## src/rtl/ecc_log_pkg.sv

```systemverilog
package ecc_log_pkg;

    localparam int unsigned SLOTS = 2;

    typedef enum logic [1:0] {
        CLS_CLEAN  = 2'd0,
        CLS_CORR   = 2'd1,
        CLS_UNCORR = 2'd2
    } ecc_cls_e;

    // Multi-bit status dominates single-bit status.
    function automatic ecc_cls_e classify(input logic sbe, input logic mbe);
        if (mbe)
            return CLS_UNCORR;
        else if (sbe)
            return CLS_CORR;
        else
            return CLS_CLEAN;
    endfunction

endpackage

```

## src/rtl/ecc_fix_stage.sv

```systemverilog
module ecc_fix_stage
    import ecc_log_pkg::*;
#(
    parameter int unsigned AW = 32,
    parameter int unsigned DW = 64,
    localparam int unsigned PW = $clog2(DW)
) (
    input  logic          clk,
    input  logic          rst_n,
    input  logic          rd_valid_i,
    input  logic [AW-1:0] rd_addr_i,
    input  logic [DW-1:0] rd_data_i,
    input  logic [PW-1:0] rd_bitpos_i,
    input  logic          rd_sbe_i,
    input  logic          rd_mbe_i,
    output logic          resp_valid_o,
    output logic [DW-1:0] resp_data_o,
    output logic          resp_err_o,
    output logic          evt_vld_o,
    output logic          evt_uncorr_o,
    output logic [AW-1:0] evt_addr_o
);

    typedef struct packed {
        logic          vld;
        logic          berr;
        logic [DW-1:0] data;
    } resp_t;

    resp_t         r_d, r_q;
    ecc_cls_e      cls;
    logic [DW-1:0] flip;

    always_comb begin
        cls  = classify(rd_sbe_i, rd_mbe_i);
        flip = '0;
        if (cls == CLS_CORR)
            flip[rd_bitpos_i] = 1'b1;

        r_d      = r_q;
        r_d.vld  = rd_valid_i;
        r_d.berr = rd_valid_i && (cls == CLS_UNCORR);
        if (rd_valid_i)
            r_d.data = rd_data_i ^ flip;

        evt_vld_o    = rd_valid_i && (cls != CLS_CLEAN);
        evt_uncorr_o = (cls == CLS_UNCORR);
        evt_addr_o   = rd_addr_i;
    end

    always_ff @(posedge clk) begin
        if (!rst_n)
            r_q <= '0;
        else
            r_q <= r_d;
    end

    assign resp_valid_o = r_q.vld;
    assign resp_data_o  = r_q.data;
    assign resp_err_o   = r_q.berr;

    // a bus error only follows a valid read flagged multi-bit
    p_berr_only_mbe_r4: assert property (@(posedge clk) disable iff (!rst_n)
        resp_err_o |-> $past(rd_valid_i && rd_mbe_i));

    // clean read passes the word unchanged
    p_clean_pass_r2: assert property (@(posedge clk) disable iff (!rst_n)
        $past(rd_valid_i && !rd_sbe_i && !rd_mbe_i) |->
            (resp_data_o == $past(rd_data_i)) && !resp_err_o);

    // a corrected read differs from the raw word in exactly one bit
    p_one_bit_fix_r3: assert property (@(posedge clk) disable iff (!rst_n)
        $past(rd_valid_i && rd_sbe_i && !rd_mbe_i) |->
            ($countones(resp_data_o ^ $past(rd_data_i)) == 1));

    // no response without a read
    p_no_resp_idle_r10: assert property (@(posedge clk) disable iff (!rst_n)
        $past(!rd_valid_i) |-> !resp_valid_o);

endmodule

```

## src/rtl/ecc_err_slots.sv

```systemverilog
module ecc_err_slots
    import ecc_log_pkg::*;
#(
    parameter int unsigned AW = 32,
    localparam int unsigned IW = $clog2(SLOTS)
) (
    input  logic                      clk,
    input  logic                      rst_n,
    input  logic                      evt_vld_i,
    input  logic                      evt_uncorr_i,
    input  logic [AW-1:0]             evt_addr_i,
    input  logic                      clr_en_i,
    input  logic [IW-1:0]             clr_idx_i,
    input  logic                      clr_ovf_i,
    output logic [SLOTS-1:0]          vld_o,
    output logic [SLOTS-1:0]          typ_o,
    output logic [SLOTS-1:0][AW-1:0]  addr_o,
    output logic                      ovf_o
);

    typedef struct packed {
        logic                     ovf;
        logic [SLOTS-1:0]         vld;
        logic [SLOTS-1:0]         typ;
        logic [SLOTS-1:0][AW-1:0] addr;
    } log_t;

    log_t l_d, l_q;
    logic placed;

    always_comb begin
        l_d    = l_q;
        placed = 1'b0;
        // Clears first, so a same-cycle error sees the freed slot.
        if (clr_en_i)
            l_d.vld[clr_idx_i] = 1'b0;
        if (clr_ovf_i)
            l_d.ovf = 1'b0;
        if (evt_vld_i) begin
            for (int i = 0; i < SLOTS; i++) begin
                if (!placed && !l_d.vld[i]) begin
                    l_d.vld[i]  = 1'b1;
                    l_d.typ[i]  = evt_uncorr_i;
                    l_d.addr[i] = evt_addr_i;
                    placed      = 1'b1;
                end
            end
            if (!placed)
                l_d.ovf = 1'b1;
        end
    end

    always_ff @(posedge clk) begin
        if (!rst_n)
            l_q <= '0;
        else
            l_q <= l_d;
    end

    assign vld_o  = l_q.vld;
    assign typ_o  = l_q.typ;
    assign addr_o = l_q.addr;
    assign ovf_o  = l_q.ovf;

    // overflow only rises with a full log that keeps its contents
    p_no_overwrite_r6: assert property (@(posedge clk) disable iff (!rst_n)
        $rose(ovf_o) |-> (vld_o == '1) && $stable(addr_o) && $stable(typ_o));

    // a clear without a competing error frees the chosen slot
    p_clear_frees_r8: assert property (@(posedge clk) disable iff (!rst_n)
        (clr_en_i && !evt_vld_i) |=> !vld_o[$past(clr_idx_i)]);

    // an error into an empty log lands in slot 0
    p_lowest_slot_r5: assert property (@(posedge clk) disable iff (!rst_n)
        (evt_vld_i && !clr_en_i && vld_o == '0) |=>
            (vld_o[0] && addr_o[0] == $past(evt_addr_i)));

    // without an error or a clear the log holds
    p_log_holds_r10: assert property (@(posedge clk) disable iff (!rst_n)
        (!evt_vld_i && !clr_en_i && !clr_ovf_i) |=>
            $stable(vld_o) && $stable(ovf_o));

endmodule

```

## src/rtl/ecc_err_logger.sv

```systemverilog
module ecc_err_logger
    import ecc_log_pkg::*;
#(
    parameter int unsigned AW = 32,
    parameter int unsigned DW = 64,
    localparam int unsigned PW = $clog2(DW)
) (
    input  logic          clk,
    input  logic          rst_n,
    input  logic          rd_valid_i,
    input  logic [AW-1:0] rd_addr_i,
    input  logic [DW-1:0] rd_data_i,
    input  logic [PW-1:0] rd_bitpos_i,
    input  logic          rd_sbe_i,
    input  logic          rd_mbe_i,
    input  logic          clr_en_i,
    input  logic          clr_idx_i,
    input  logic          clr_ovf_i,
    output logic          resp_valid_o,
    output logic [DW-1:0] resp_data_o,
    output logic          resp_err_o,
    output logic [1:0]    log_vld_o,
    output logic [1:0]    log_type_o,
    output logic [AW-1:0] log_addr0_o,
    output logic [AW-1:0] log_addr1_o,
    output logic          ovf_o,
    output logic          irq_o
);

    logic                     evt_vld, evt_uncorr;
    logic [AW-1:0]            evt_addr;
    logic [SLOTS-1:0][AW-1:0] slot_addr;

    ecc_fix_stage #(.AW(AW), .DW(DW)) u_fix (
        .clk          (clk),
        .rst_n        (rst_n),
        .rd_valid_i   (rd_valid_i),
        .rd_addr_i    (rd_addr_i),
        .rd_data_i    (rd_data_i),
        .rd_bitpos_i  (rd_bitpos_i),
        .rd_sbe_i     (rd_sbe_i),
        .rd_mbe_i     (rd_mbe_i),
        .resp_valid_o (resp_valid_o),
        .resp_data_o  (resp_data_o),
        .resp_err_o   (resp_err_o),
        .evt_vld_o    (evt_vld),
        .evt_uncorr_o (evt_uncorr),
        .evt_addr_o   (evt_addr)
    );

    ecc_err_slots #(.AW(AW)) u_slots (
        .clk          (clk),
        .rst_n        (rst_n),
        .evt_vld_i    (evt_vld),
        .evt_uncorr_i (evt_uncorr),
        .evt_addr_i   (evt_addr),
        .clr_en_i     (clr_en_i),
        .clr_idx_i    (clr_idx_i),
        .clr_ovf_i    (clr_ovf_i),
        .vld_o        (log_vld_o),
        .typ_o        (log_type_o),
        .addr_o       (slot_addr),
        .ovf_o        (ovf_o)
    );

    assign log_addr0_o = slot_addr[0];
    assign log_addr1_o = slot_addr[1];
    assign irq_o       = ovf_o || (|log_vld_o);

    // any logged or dropped error leaves the interrupt raised
    p_irq_after_err_r7: assert property (@(posedge clk) disable iff (!rst_n)
        $past(evt_vld) |-> irq_o);

    // state right after reset is empty
    p_reset_empty_r1: assert property (@(posedge clk)
        $past(!rst_n) |-> (log_vld_o == 2'b00) && !ovf_o && !resp_valid_o);

endmodule

```

## config.mk

```make
export PLATFORM = sky130hd
export DESIGN_NAME = ecc_err_logger
export DESIGN_NICKNAME = d
export VERILOG_FILES = /design/src/rtl/ecc_log_pkg.sv /design/src/rtl/ecc_fix_stage.sv /design/src/rtl/ecc_err_slots.sv /design/src/rtl/ecc_err_logger.sv
export SDC_FILE = /design/constraint.sdc
export NUM_CORES = 1
export LEC_CHECK = 0
export BUFFER_PORTS_ARGS = -buffer_cell sky130_fd_sc_hd__buf_2
export CORE_UTILIZATION = 51
export DETAILED_ROUTE_END_ITERATION = 16
export GPL_TIMING_DRIVEN = 0
export PLACE_DENSITY = 0.92
export SLEW_MARGIN = 15
export SYNTH_ARGS = -nofsm -noshare
export SYNTH_HDL_FRONTEND = slang
export SYNTH_SLANG_ARGS = --single-unit
```

## constraint.sdc

```tcl
create_clock -name clk -period 4.55 [get_ports clk]
set_clock_uncertainty 0.15 [all_clocks]
set_input_delay 0.2275 -clock clk [delete_from_list [all_inputs] [get_ports clk]]
set_output_delay 0.2275 -clock clk [all_outputs]
set_load 0.1 [all_outputs]
```

==> impl_metrics.xml, run 1 <==
<?xml version="1.0" encoding="UTF-8"?>
<metrics>
  <group name="run_status">
    <metric name="outcome" unit="">finished, final reports clean</metric>
  </group>
  <group name="worst_setup_path">
    <metric name="worst-setup-path-type" unit="">reg2reg</metric>
    <metric name="endpoint_kind" unit="">flip-flop</metric>
    <metric name="crit_path_cell_trace" unit="">o211a_1 -&gt; o21ai_1 -&gt; buf_2 -&gt; buf_2 -&gt; nand3_1 -&gt; o21ai_0</metric>
    <metric name="critical-path-top-delay-family" unit="">compound AO/OA/AOI/OAI gates</metric>
    <metric name="critical_path.startpoint_type" unit="">flip-flop</metric>
    <metric name="cp_common_cell" unit="">buf_2</metric>
    <metric name="critical_path_required" unit="ns">4.70</metric>
    <metric name="timing.critical_path.arrival" unit="ns">2.23</metric>
    <metric name="critical_path.max_fanout" unit="">10</metric>
    <metric name="cp.buffers_inverters" unit="">2</metric>
    <metric name="critical-path-slowest-cell" unit="">dfxtp_1</metric>
    <metric name="critical_path.max_stage_delay" unit="ns">0.39</metric>
  </group>
  <group name="sta">
    <metric name="timing.slew.headroom" unit="">0.4962</metric>
    <metric name="final_min_period_over_clock_period" unit="">0.4568</metric>
    <metric name="grt_setup_unrepaired" unit="">false</metric>
    <metric name="final.setup.tns" unit="ns">0</metric>
    <metric name="finalHoldViolations" unit="">0</metric>
    <metric name="setup_viol_count_final" unit="">0</metric>
    <metric name="final_critical_period" unit="ns">2.079</metric>
    <metric name="tightest_slew" unit="ns">0.7558</metric>
    <metric name="timing.fmax" unit="GHz">0.4811</metric>
    <metric name="drv_slew" unit="">0</metric>
    <metric name="fin_hold_ws" unit="ns">0.01447</metric>
  </group>
  <group name="pwr">
    <metric name="p_leak" unit="µW">0.003734</metric>
    <metric name="ir_drop" unit="V">0.0003705</metric>
    <metric name="power_density" unit="mW/mm²">411.4</metric>
  </group>
  <group name="drt">
    <metric name="num_vias" unit="">7117</metric>
    <metric name="route.detailed.drc" unit="">0</metric>
    <metric name="ant_nets" unit="">0</metric>
    <metric name="drtIter0Drc" unit="">764</metric>
    <metric name="drt_first_pass_iters" unit="">7</metric>
    <metric name="totalWireLength" unit="mm">23.31</metric>
    <metric name="vias_per_cell" unit="">5.901</metric>
    <metric name="post_drt_wl_per_cell" unit="µm">19.33</metric>
  </group>
  <group name="synth">
    <metric name="synth.cell_area" unit="mm²">0.005758</metric>
    <metric name="syn_area_per_cell" unit="µm²">8.309</metric>
    <metric name="ys_seq_area_frac" unit="">0.4694</metric>
    <metric name="synth.net_count" unit="">803</metric>
    <metric name="yosys.area.top_type" unit="">dfxtp_1</metric>
    <metric name="synth_warnings" unit="">0</metric>
    <metric name="synth_seq_cells" unit="">135</metric>
    <metric name="yosys.cell_types.count" unit="">29</metric>
    <metric name="synth_top_area_share" unit="">0.4694</metric>
    <metric name="synth_cells" unit="">693</metric>
    <metric name="synth.area.top_cells" unit="">dfxtp_1 47%, xnor2_1 9.7%, o21ai_0 8.5%, nand2_1 6.6%, a21oi_1 5.6%</metric>
  </group>
  <group name="floorplan">
    <metric name="core_area" unit="mm²">0.01094</metric>
    <metric name="die_area" unit="mm²">0.01172</metric>
    <metric name="fp.dieH" unit="µm">108.3</metric>
    <metric name="io_pins" unit="">246</metric>
    <metric name="die_width" unit="µm">108.3</metric>
    <metric name="core.rowCount" unit="">38</metric>
    <metric name="start_util" unit="">0.5265</metric>
  </group>
  <group name="layout">
    <metric name="fillers" unit="">664</metric>
    <metric name="post_route_cells_drive_above_1_share" unit="">0.2826</metric>
    <metric name="area.growth.synth_to_final" unit="%">51.15</metric>
    <metric name="net_count_reported_at_finish" unit="">1162</metric>
    <metric name="layout.cells.most_common_list" unit="">257 x buf_2, 135 x dfxtp_1, 101 x nand2_1, 98 x o21ai_0, 96 x dlygate4sd3_1</metric>
    <metric name="post-route-util" unit="">0.7959</metric>
    <metric name="most_frequent_standard_cell_in_the_layout_excluding_fill_and_tap_cells" unit="">buf_2</metric>
  </group>
  <group name="clock_network">
    <metric name="cts_root_buffer" unit="">clkbuf_16</metric>
    <metric name="count_of_instances_resized_after_the_clock_tree_is_built" unit="">0</metric>
    <metric name="cts.reportedPaths.clkPinSlew" unit="ns">0.07</metric>
    <metric name="cts_post_setup_buffers_inserted" unit="">0</metric>
    <metric name="cts_buffers" unit="">17</metric>
    <metric name="max-clock-path-buffers" unit="">2</metric>
    <metric name="cts_max_level" unit="">4</metric>
    <metric name="clock_tree_from_tritoncts" unit="">done</metric>
    <metric name="clk_latency" unit="ns">0.41</metric>
    <metric name="cts.hold.buffers_added" unit="">96</metric>
    <metric name="cts_num_sinks" unit="">135</metric>
  </group>
  <group name="global_routing">
    <metric name="grt_antenna_before_repair" unit="">1</metric>
    <metric name="use_met3" unit="">0.1224</metric>
    <metric name="grt_first_pass_wirelength" unit="mm">36.10</metric>
    <metric name="grt_max_degree" unit="">17</metric>
    <metric name="use_met2" unit="">0.6652</metric>
    <metric name="first_global_vias" unit="">7119</metric>
    <metric name="grtUsageTotal" unit="">0.4071</metric>
    <metric name="overflow" unit="">0</metric>
    <metric name="use_met1" unit="">0.4549</metric>
    <metric name="top_usage_layer" unit="">met2</metric>
  </group>
  <group name="placed_design">
    <metric name="place.gp.congestion" unit="">0.8727</metric>
    <metric name="detailed_place_hpwl" unit="mm">13.03</metric>
    <metric name="portBuffers" unit="">244</metric>
  </group>
  <group name="min_path">
    <metric name="min-delay-path-class" unit="">in2reg</metric>
  </group>
  <group name="flow_run">
    <metric name="drv_cap" unit="">0</metric>
  </group>
</metrics>
[cells in the mapped netlist]
master	instances
clkbuf_1	40
dfxtp_1	135
nand2_1	101
a21oi_1	65
or4b_1	2
nand3_1	33
o21ai_0	98
xnor2_1	64
a21oi_2	1
nor2_2	4
a21boi_1	7
o21ai_1	2
and3_1	1
nor2_1	62
a21o_1	1
nand4bb_1	12
nand2b_1	2
buf_4	1
nand3b_1	1
o211a_1	1
or3_1	1
or4b_4	5
and2_1	2
a21boi_0	28
or4_4	1
nand4b_1	7
nand4_1	1
buf_1	2
buf_2	13
[final timing paths]
kind | slack, ns | from | depth (start not counted) | endpoint
max | 2.47 | u_slots.vld_o[0]$_SDFF_PN0_ | 6 | u_slots.addr_o[41]$_SDFFE_PN0P_
min | 0.01 | clr_idx_i | 4 | u_slots.vld_o[1]$_SDFF_PN0_
max reg2reg | 2.47 | u_slots.vld_o[0]$_SDFF_PN0_ | 6 | u_slots.addr_o[41]$_SDFFE_PN0P_
min reg2reg | 0.31 | u_slots.addr_o[22]$_SDFFE_PN0P_ | 2 | u_slots.addr_o[22]$_SDFFE_PN0P_
[registers in the layout, summed over array words and instances, names as in the netlist]
name                count
u_fix.resp_data_o      64
u_fix.resp_err_o        1
u_fix.resp_valid_o      1
u_slots.addr_o         64
u_slots.ovf_o           1
u_slots.typ_o           2
u_slots.vld_o           2
[cells by family after synthesis]
| group | share of synthesized area |
|---|---|
| and+or+nand+nor | 0.1997 |
| AOI/OAI and AO/OA | 0.1936 |
| DFF | 0.4694 |
| xor gates and xnor gates | 0.09735 |
| buffers and inverters | 0.03998 |
[routing by layer]
metal	up-vias	share of wire
li1	3080	-
met1	3318	0.36
met2	558	0.49
met3	161	0.085
met4	0	0.065
met5	-	0
[per-stage QoR]
step | area [µm²] | worst slack (ns) | power (µW) | std cells
after global routing | 8703 | 2.293 | 3683 | 1206
after CTS | 8701 | 2.621 | 3537 | 1205
final | 8703 | 2.471 | 3580 | 1206
after detailed placement | 7154 | 2.522 | 2120 | 1077
after global placement | 7154 | 2.577 | 2110 | 1077
after floorplan | 5758 | 2.351 | 1942 | 693
[report_power, final]
group	switching, µW	internal, µW
Sequential	36.0	1250
Combinational	702	210
Clock	605	780
Total	1340	2240
[area by class of cell]
cell class                      instances  area, µm²  area share
Sequential cell                       135       2703      0.3105
Multi-Input combinational cell        502       2825      0.3246
Tap cell                              140      175.2     0.02013
Buffer                                 56      230.2     0.02645
Clock buffer                           17      425.4     0.04888
Clock inverter                         15      160.2     0.01840
Antenna cell                            1      2.502   0.0002875
Timing Repair Buffer                  340       2182      0.2507
[worst reg2reg max path: cells and delay by family, from the launching register on]
kind                   cells  cell delay, ns
buffers and inverters      2            0.56
flip-flops                 1            0.39
AND/OR/NAND/NOR            1            0.21
AO/OA/AOI/OAI              3            0.66
Power figures use the tool's default switching activity.
==> run 2, diff against run 1 <==
--- a/config.mk
+++ b/config.mk
@@ -5,11 +5,12 @@
 export SDC_FILE = /design/constraint.sdc
 export NUM_CORES = 1
 export LEC_CHECK = 0
+export ABC_AREA = 1
 export BUFFER_PORTS_ARGS = -buffer_cell sky130_fd_sc_hd__buf_2
-export CORE_UTILIZATION = 51
+export CORE_UTILIZATION = 49
 export DETAILED_ROUTE_END_ITERATION = 16
 export GPL_TIMING_DRIVEN = 0
-export PLACE_DENSITY = 0.92
+export PLACE_DENSITY = 0.87
 export SLEW_MARGIN = 15
 export SYNTH_ARGS = -nofsm -noshare
 export SYNTH_HDL_FRONTEND = slang
==> constraint.sdc (replaced) <==
create_clock -name clk -period 1.99 [get_ports clk]
set_clock_uncertainty 0.15 [all_clocks]
set_input_delay 0.0995 -clock clk [delete_from_list [all_inputs] [get_ports clk]]
set_output_delay 0.0995 -clock clk [all_outputs]
set_load 0.1 [all_outputs]
==> run 2 against run 1 <==
Effect of this change:
- synthesized area grew 12%
- largest power group unchanged
- worst hold slack is essentially flat
- critical endpoint is now u_slots.typ_o[1]$_SDFFE_PN0P_
- highest routed layer unchanged
- global-route usage shrank 4.2 points
==> impl_metrics.xml, run 2 <==
<?xml version="1.0" encoding="UTF-8"?>
<metrics>
  <group name="floorplan">
    <metric name="core_area" unit="mm²">0.01272</metric>
    <metric name="start_util" unit="">0.5085</metric>
    <metric name="die_area" unit="mm²">0.01366</metric>
    <metric name="fp.dieH" unit="µm">116.9</metric>
    <metric name="core.rowCount" unit="">41</metric>
    <metric name="die_width" unit="µm">116.9</metric>
    <metric name="io_pins" unit="">246</metric>
  </group>
  <group name="clock_network">
    <metric name="cts_post_setup_buffers_inserted" unit="">0</metric>
    <metric name="max-clock-path-buffers" unit="">2</metric>
    <metric name="cts_num_sinks" unit="">135</metric>
    <metric name="cts_buffers" unit="">17</metric>
    <metric name="clk_latency" unit="ns">0.42</metric>
    <metric name="cts_root_buffer" unit="">clkbuf_16</metric>
    <metric name="cts_max_level" unit="">4</metric>
    <metric name="cts.reportedPaths.clkPinSlew" unit="ns">0.06</metric>
    <metric name="clock_tree_from_tritoncts" unit="">done</metric>
  </group>
  <group name="layout">
    <metric name="net_count_reported_at_finish" unit="">1495</metric>
    <metric name="fillers" unit="">955</metric>
    <metric name="layout.cells.most_common_list" unit="">360 x nand2_1, 257 x buf_2, 133 x dfxtp_1, 132 x inv_1, 124 x nand3_1</metric>
    <metric name="instances_no_fill" unit="">1572</metric>
    <metric name="area.growth.synth_to_final" unit="%">47.02</metric>
    <metric name="post-route-util" unit="">0.7475</metric>
    <metric name="most_frequent_standard_cell_in_the_layout_excluding_fill_and_tap_cells" unit="">nand2_1</metric>
    <metric name="post_route_cells_drive_above_1_share" unit="">0.2160</metric>
  </group>
  <group name="placed_design">
    <metric name="place.gp.congestion" unit="">0.9265</metric>
    <metric name="dp_cells" unit="">1438</metric>
    <metric name="portBuffers" unit="">244</metric>
    <metric name="detailed_place_hpwl" unit="mm">15.14</metric>
  </group>
  <group name="worst_setup_path">
    <metric name="crit-reg2reg-capture" unit="">u_slots.addr_o[29]$_SDFFE_PN0P_</metric>
    <metric name="cp-startpoint" unit="">clr_en_i</metric>
    <metric name="endpoint_kind" unit="">flip-flop</metric>
    <metric name="timing.critical_path.arrival" unit="ns">2.13</metric>
    <metric name="critical_path.startpoint_type" unit="">input pin</metric>
    <metric name="r2r_setup_slack" unit="ns">0.14</metric>
    <metric name="rr_worst_depth" unit="">7</metric>
    <metric name="worst_r2r_startpoint" unit="">u_slots.vld_o[0]$_SDFF_PN0_</metric>
    <metric name="critical_path.max_fanout" unit="">9</metric>
    <metric name="critical_path_required" unit="ns">2.18</metric>
    <metric name="worst-setup-path-type" unit="">in2reg</metric>
    <metric name="cp-endpoint" unit="">u_slots.typ_o[1]$_SDFFE_PN0P_</metric>
  </group>
  <group name="synth">
    <metric name="ys_seq_area_frac" unit="">0.4178</metric>
    <metric name="synth_top_area_share" unit="">0.4178</metric>
    <metric name="synth_cells" unit="">1022</metric>
    <metric name="synth.area.top_cells" unit="">dfxtp_1 42%, nand2_1 21%, nand3_1 9.7%, inv_1 7.7%, nor2_1 5.0%</metric>
    <metric name="syn_area_per_cell" unit="µm²">6.329</metric>
    <metric name="synth.net_count" unit="">1132</metric>
    <metric name="yosys.area.top_type" unit="">dfxtp_1</metric>
    <metric name="yosys.cell_types.count" unit="">19</metric>
    <metric name="synth.cells.most_frequent" unit="">360 x nand2_1, 135 x dfxtp_1, 132 x inv_1</metric>
    <metric name="synth_seq_cells" unit="">135</metric>
    <metric name="dominantRegCellSynth" unit="">dfxtp_1</metric>
    <metric name="asyncSetResetFlopFracSynth" unit="">0</metric>
    <metric name="synth_warnings" unit="">0</metric>
    <metric name="edff_count_synth" unit="">0</metric>
    <metric name="synth.cell_area" unit="mm²">0.006469</metric>
    <metric name="post-synth-top-count-cell" unit="">nand2_1</metric>
  </group>
  <group name="global_routing">
    <metric name="overflow" unit="">0</metric>
    <metric name="grt_max_degree" unit="">17</metric>
    <metric name="grt_antenna_before_repair" unit="">1</metric>
    <metric name="first_global_vias" unit="">7830</metric>
    <metric name="grtUsageTotal" unit="">0.3652</metric>
    <metric name="grt_first_pass_wirelength" unit="mm">37.75</metric>
  </group>
  <group name="sta">
    <metric name="final_critical_period" unit="ns">1.935</metric>
    <metric name="grt_setup_unrepaired" unit="">false</metric>
    <metric name="timing.slew.headroom" unit="">0.4521</metric>
    <metric name="drv_slew" unit="">0</metric>
    <metric name="final.setup.tns" unit="ns">0</metric>
    <metric name="setup_viol_count_final" unit="">0</metric>
    <metric name="final_min_period_over_clock_period" unit="">0.9726</metric>
    <metric name="finalHoldViolations" unit="">0</metric>
    <metric name="tightest_slew" unit="ns">0.8188</metric>
    <metric name="timing.fmax" unit="GHz">0.5167</metric>
    <metric name="fin_hold_ws" unit="ns">0.01481</metric>
  </group>
  <group name="drt">
    <metric name="num_vias" unit="">8281</metric>
    <metric name="post_drt_wl_per_cell" unit="µm">15.56</metric>
    <metric name="wl_met2" unit="mm">11.46</metric>
    <metric name="drt_first_pass_iters" unit="">7</metric>
    <metric name="route.detailed.drc" unit="">0</metric>
    <metric name="totalWireLength" unit="mm">24.47</metric>
    <metric name="vias_per_cell" unit="">5.268</metric>
    <metric name="drtIter0Drc" unit="">864</metric>
    <metric name="highest_signal_layer_in_the_routed_design" unit="">met4</metric>
    <metric name="dr_wl_met3" unit="mm">2.316</metric>
    <metric name="wl_met1" unit="mm">9.156</metric>
    <metric name="ant_nets" unit="">0</metric>
  </group>
  <group name="pwr">
    <metric name="p_leak" unit="µW">0.005209</metric>
    <metric name="clockPowerShare" unit="">0.361</metric>
    <metric name="total_switching_power" unit="µW">3407</metric>
    <metric name="p_int" unit="µW">5283</metric>
    <metric name="power" unit="µW">8690</metric>
    <metric name="swShare" unit="">0.3920</metric>
    <metric name="power_density" unit="mW/mm²">913.7</metric>
    <metric name="ir_drop" unit="V">0.0005606</metric>
    <metric name="seqPwrFrac" unit="">0.345</metric>
    <metric name="gate_power_share" unit="">0.294</metric>
  </group>
  <group name="flow_run">
    <metric name="drv_cap" unit="">0</metric>
  </group>
  <group name="min_path">
    <metric name="whs_path_depth" unit="">7</metric>
    <metric name="min-delay-path-class" unit="">in2reg</metric>
  </group>
  <group name="run_status">
    <metric name="outcome" unit="">finished, final reports clean</metric>
  </group>
</metrics>
-- run 2: cell types whose count changed in the layout (fill, tap and decap cells not counted), moves of 24 or more --
| cell | before | now |
|---|---|---|
| a21boi_0 | 28 | 0 |
| a21oi_1 | 65 | 36 |
| inv_1 | 0 | 132 |
| nand2_1 | 101 | 360 |
| nand3_1 | 33 | 124 |
| nand4_1 | 1 | 33 |
| nor2_1 | 62 | 86 |
| o21ai_0 | 98 | 35 |
| xnor2_1 | 64 | 0 |
-- run 2: worst min-delay path by stage --
stage,to,startpoint,slack [ns]
2_1_floorplan,u_slots.addr_o[0]$_SDFFE_PN0P_,rd_addr_i[0],0.08
3_3_place_gp,u_slots.addr_o[31]$_SDFFE_PN0P_,rd_addr_i[31],0.19
3_5_place_dp,u_slots.addr_o[31]$_SDFFE_PN0P_,rd_addr_i[31],0.19
4_1_cts,u_fix.resp_data_o[26]$_SDFFE_PN0P_,rd_sbe_i,0.003
5_1_grt,u_fix.resp_data_o[26]$_SDFFE_PN0P_,rd_sbe_i,0.06
6_report,u_fix.resp_data_o[26]$_SDFFE_PN0P_,rd_sbe_i,0.01
-- run 2: area by class of cell --
cell class                      count  area (µm²)  share of cell area
Sequential cell                   135        2705              0.2844
Tap cell                          172       215.2             0.02263
Antenna cell                        2       5.005           0.0005262
Clock buffer                       19       432.9             0.04552
Multi-Input combinational cell    691        3000              0.3155
Inverter                          133       499.2             0.05249
Clock inverter                     13       150.1             0.01579
Buffer                             63       280.3             0.02947
Timing Repair Buffer              344        2222              0.2337
-- run 2: what timing repair did --
item | CTS | global route
endpoints found under the setup margin | 0 | 39
endpoints found under the hold margin | 133 | 0
hold buffers | 100 | 0
resized for setup | 0 | 4
-- run 2: worst max-delay path, stage by stage --
cell           delay [ns]
dlygate4sd3_1        0.52
buf_2                0.14
inv_1                0.05
o21ai_2              0.41
nand4_1              0.14
dlygate4sd3_1        0.60
a21oi_1              0.16
-- run 2: through the flow --
step                setup WS (ns)  area, µm²
global placement         -0.04402       7908
global route             0.005037       9508
floorplan                 0.04133       6471
detailed placement       -0.06988       7908
CTS                       0.08195       9492
finish                    0.05451       9510
-- run 2: per-layer routing --
metal	vias up	track usage
met2	568	0.5996
li1	3920	-
met1	3639	0.4167
met3	154	0.08908
met5	-	0
met4	0	0.2641
-- run 2: cells by family (layout without fill, tap and decap cells) --
| kind of cell | after synthesis | in the layout | synth area share |
|---|---|---|---|
| DFF | 135 | 135 | 0.4178 |
| AOI/OAI and AO/OA | 75 | 75 | 0.05977 |
| buffers and inverters | 196 | 572 | 0.1203 |
| and+or+nand+nor | 616 | 616 | 0.4021 |
| other | 0 | 2 | 0 |
-- run 2: power by group through the flow --
stage	Sequential [µW]	Clock [µW]	Combinational, µW
2_1_floorplan	4400	0	505
4_1_cts	2990	3130	2510
3_5_place_dp	3040	0	2350
5_1_grt	3010	3280	2690
6_report	3000	3140	2560
3_3_place_gp	3040	0	2330
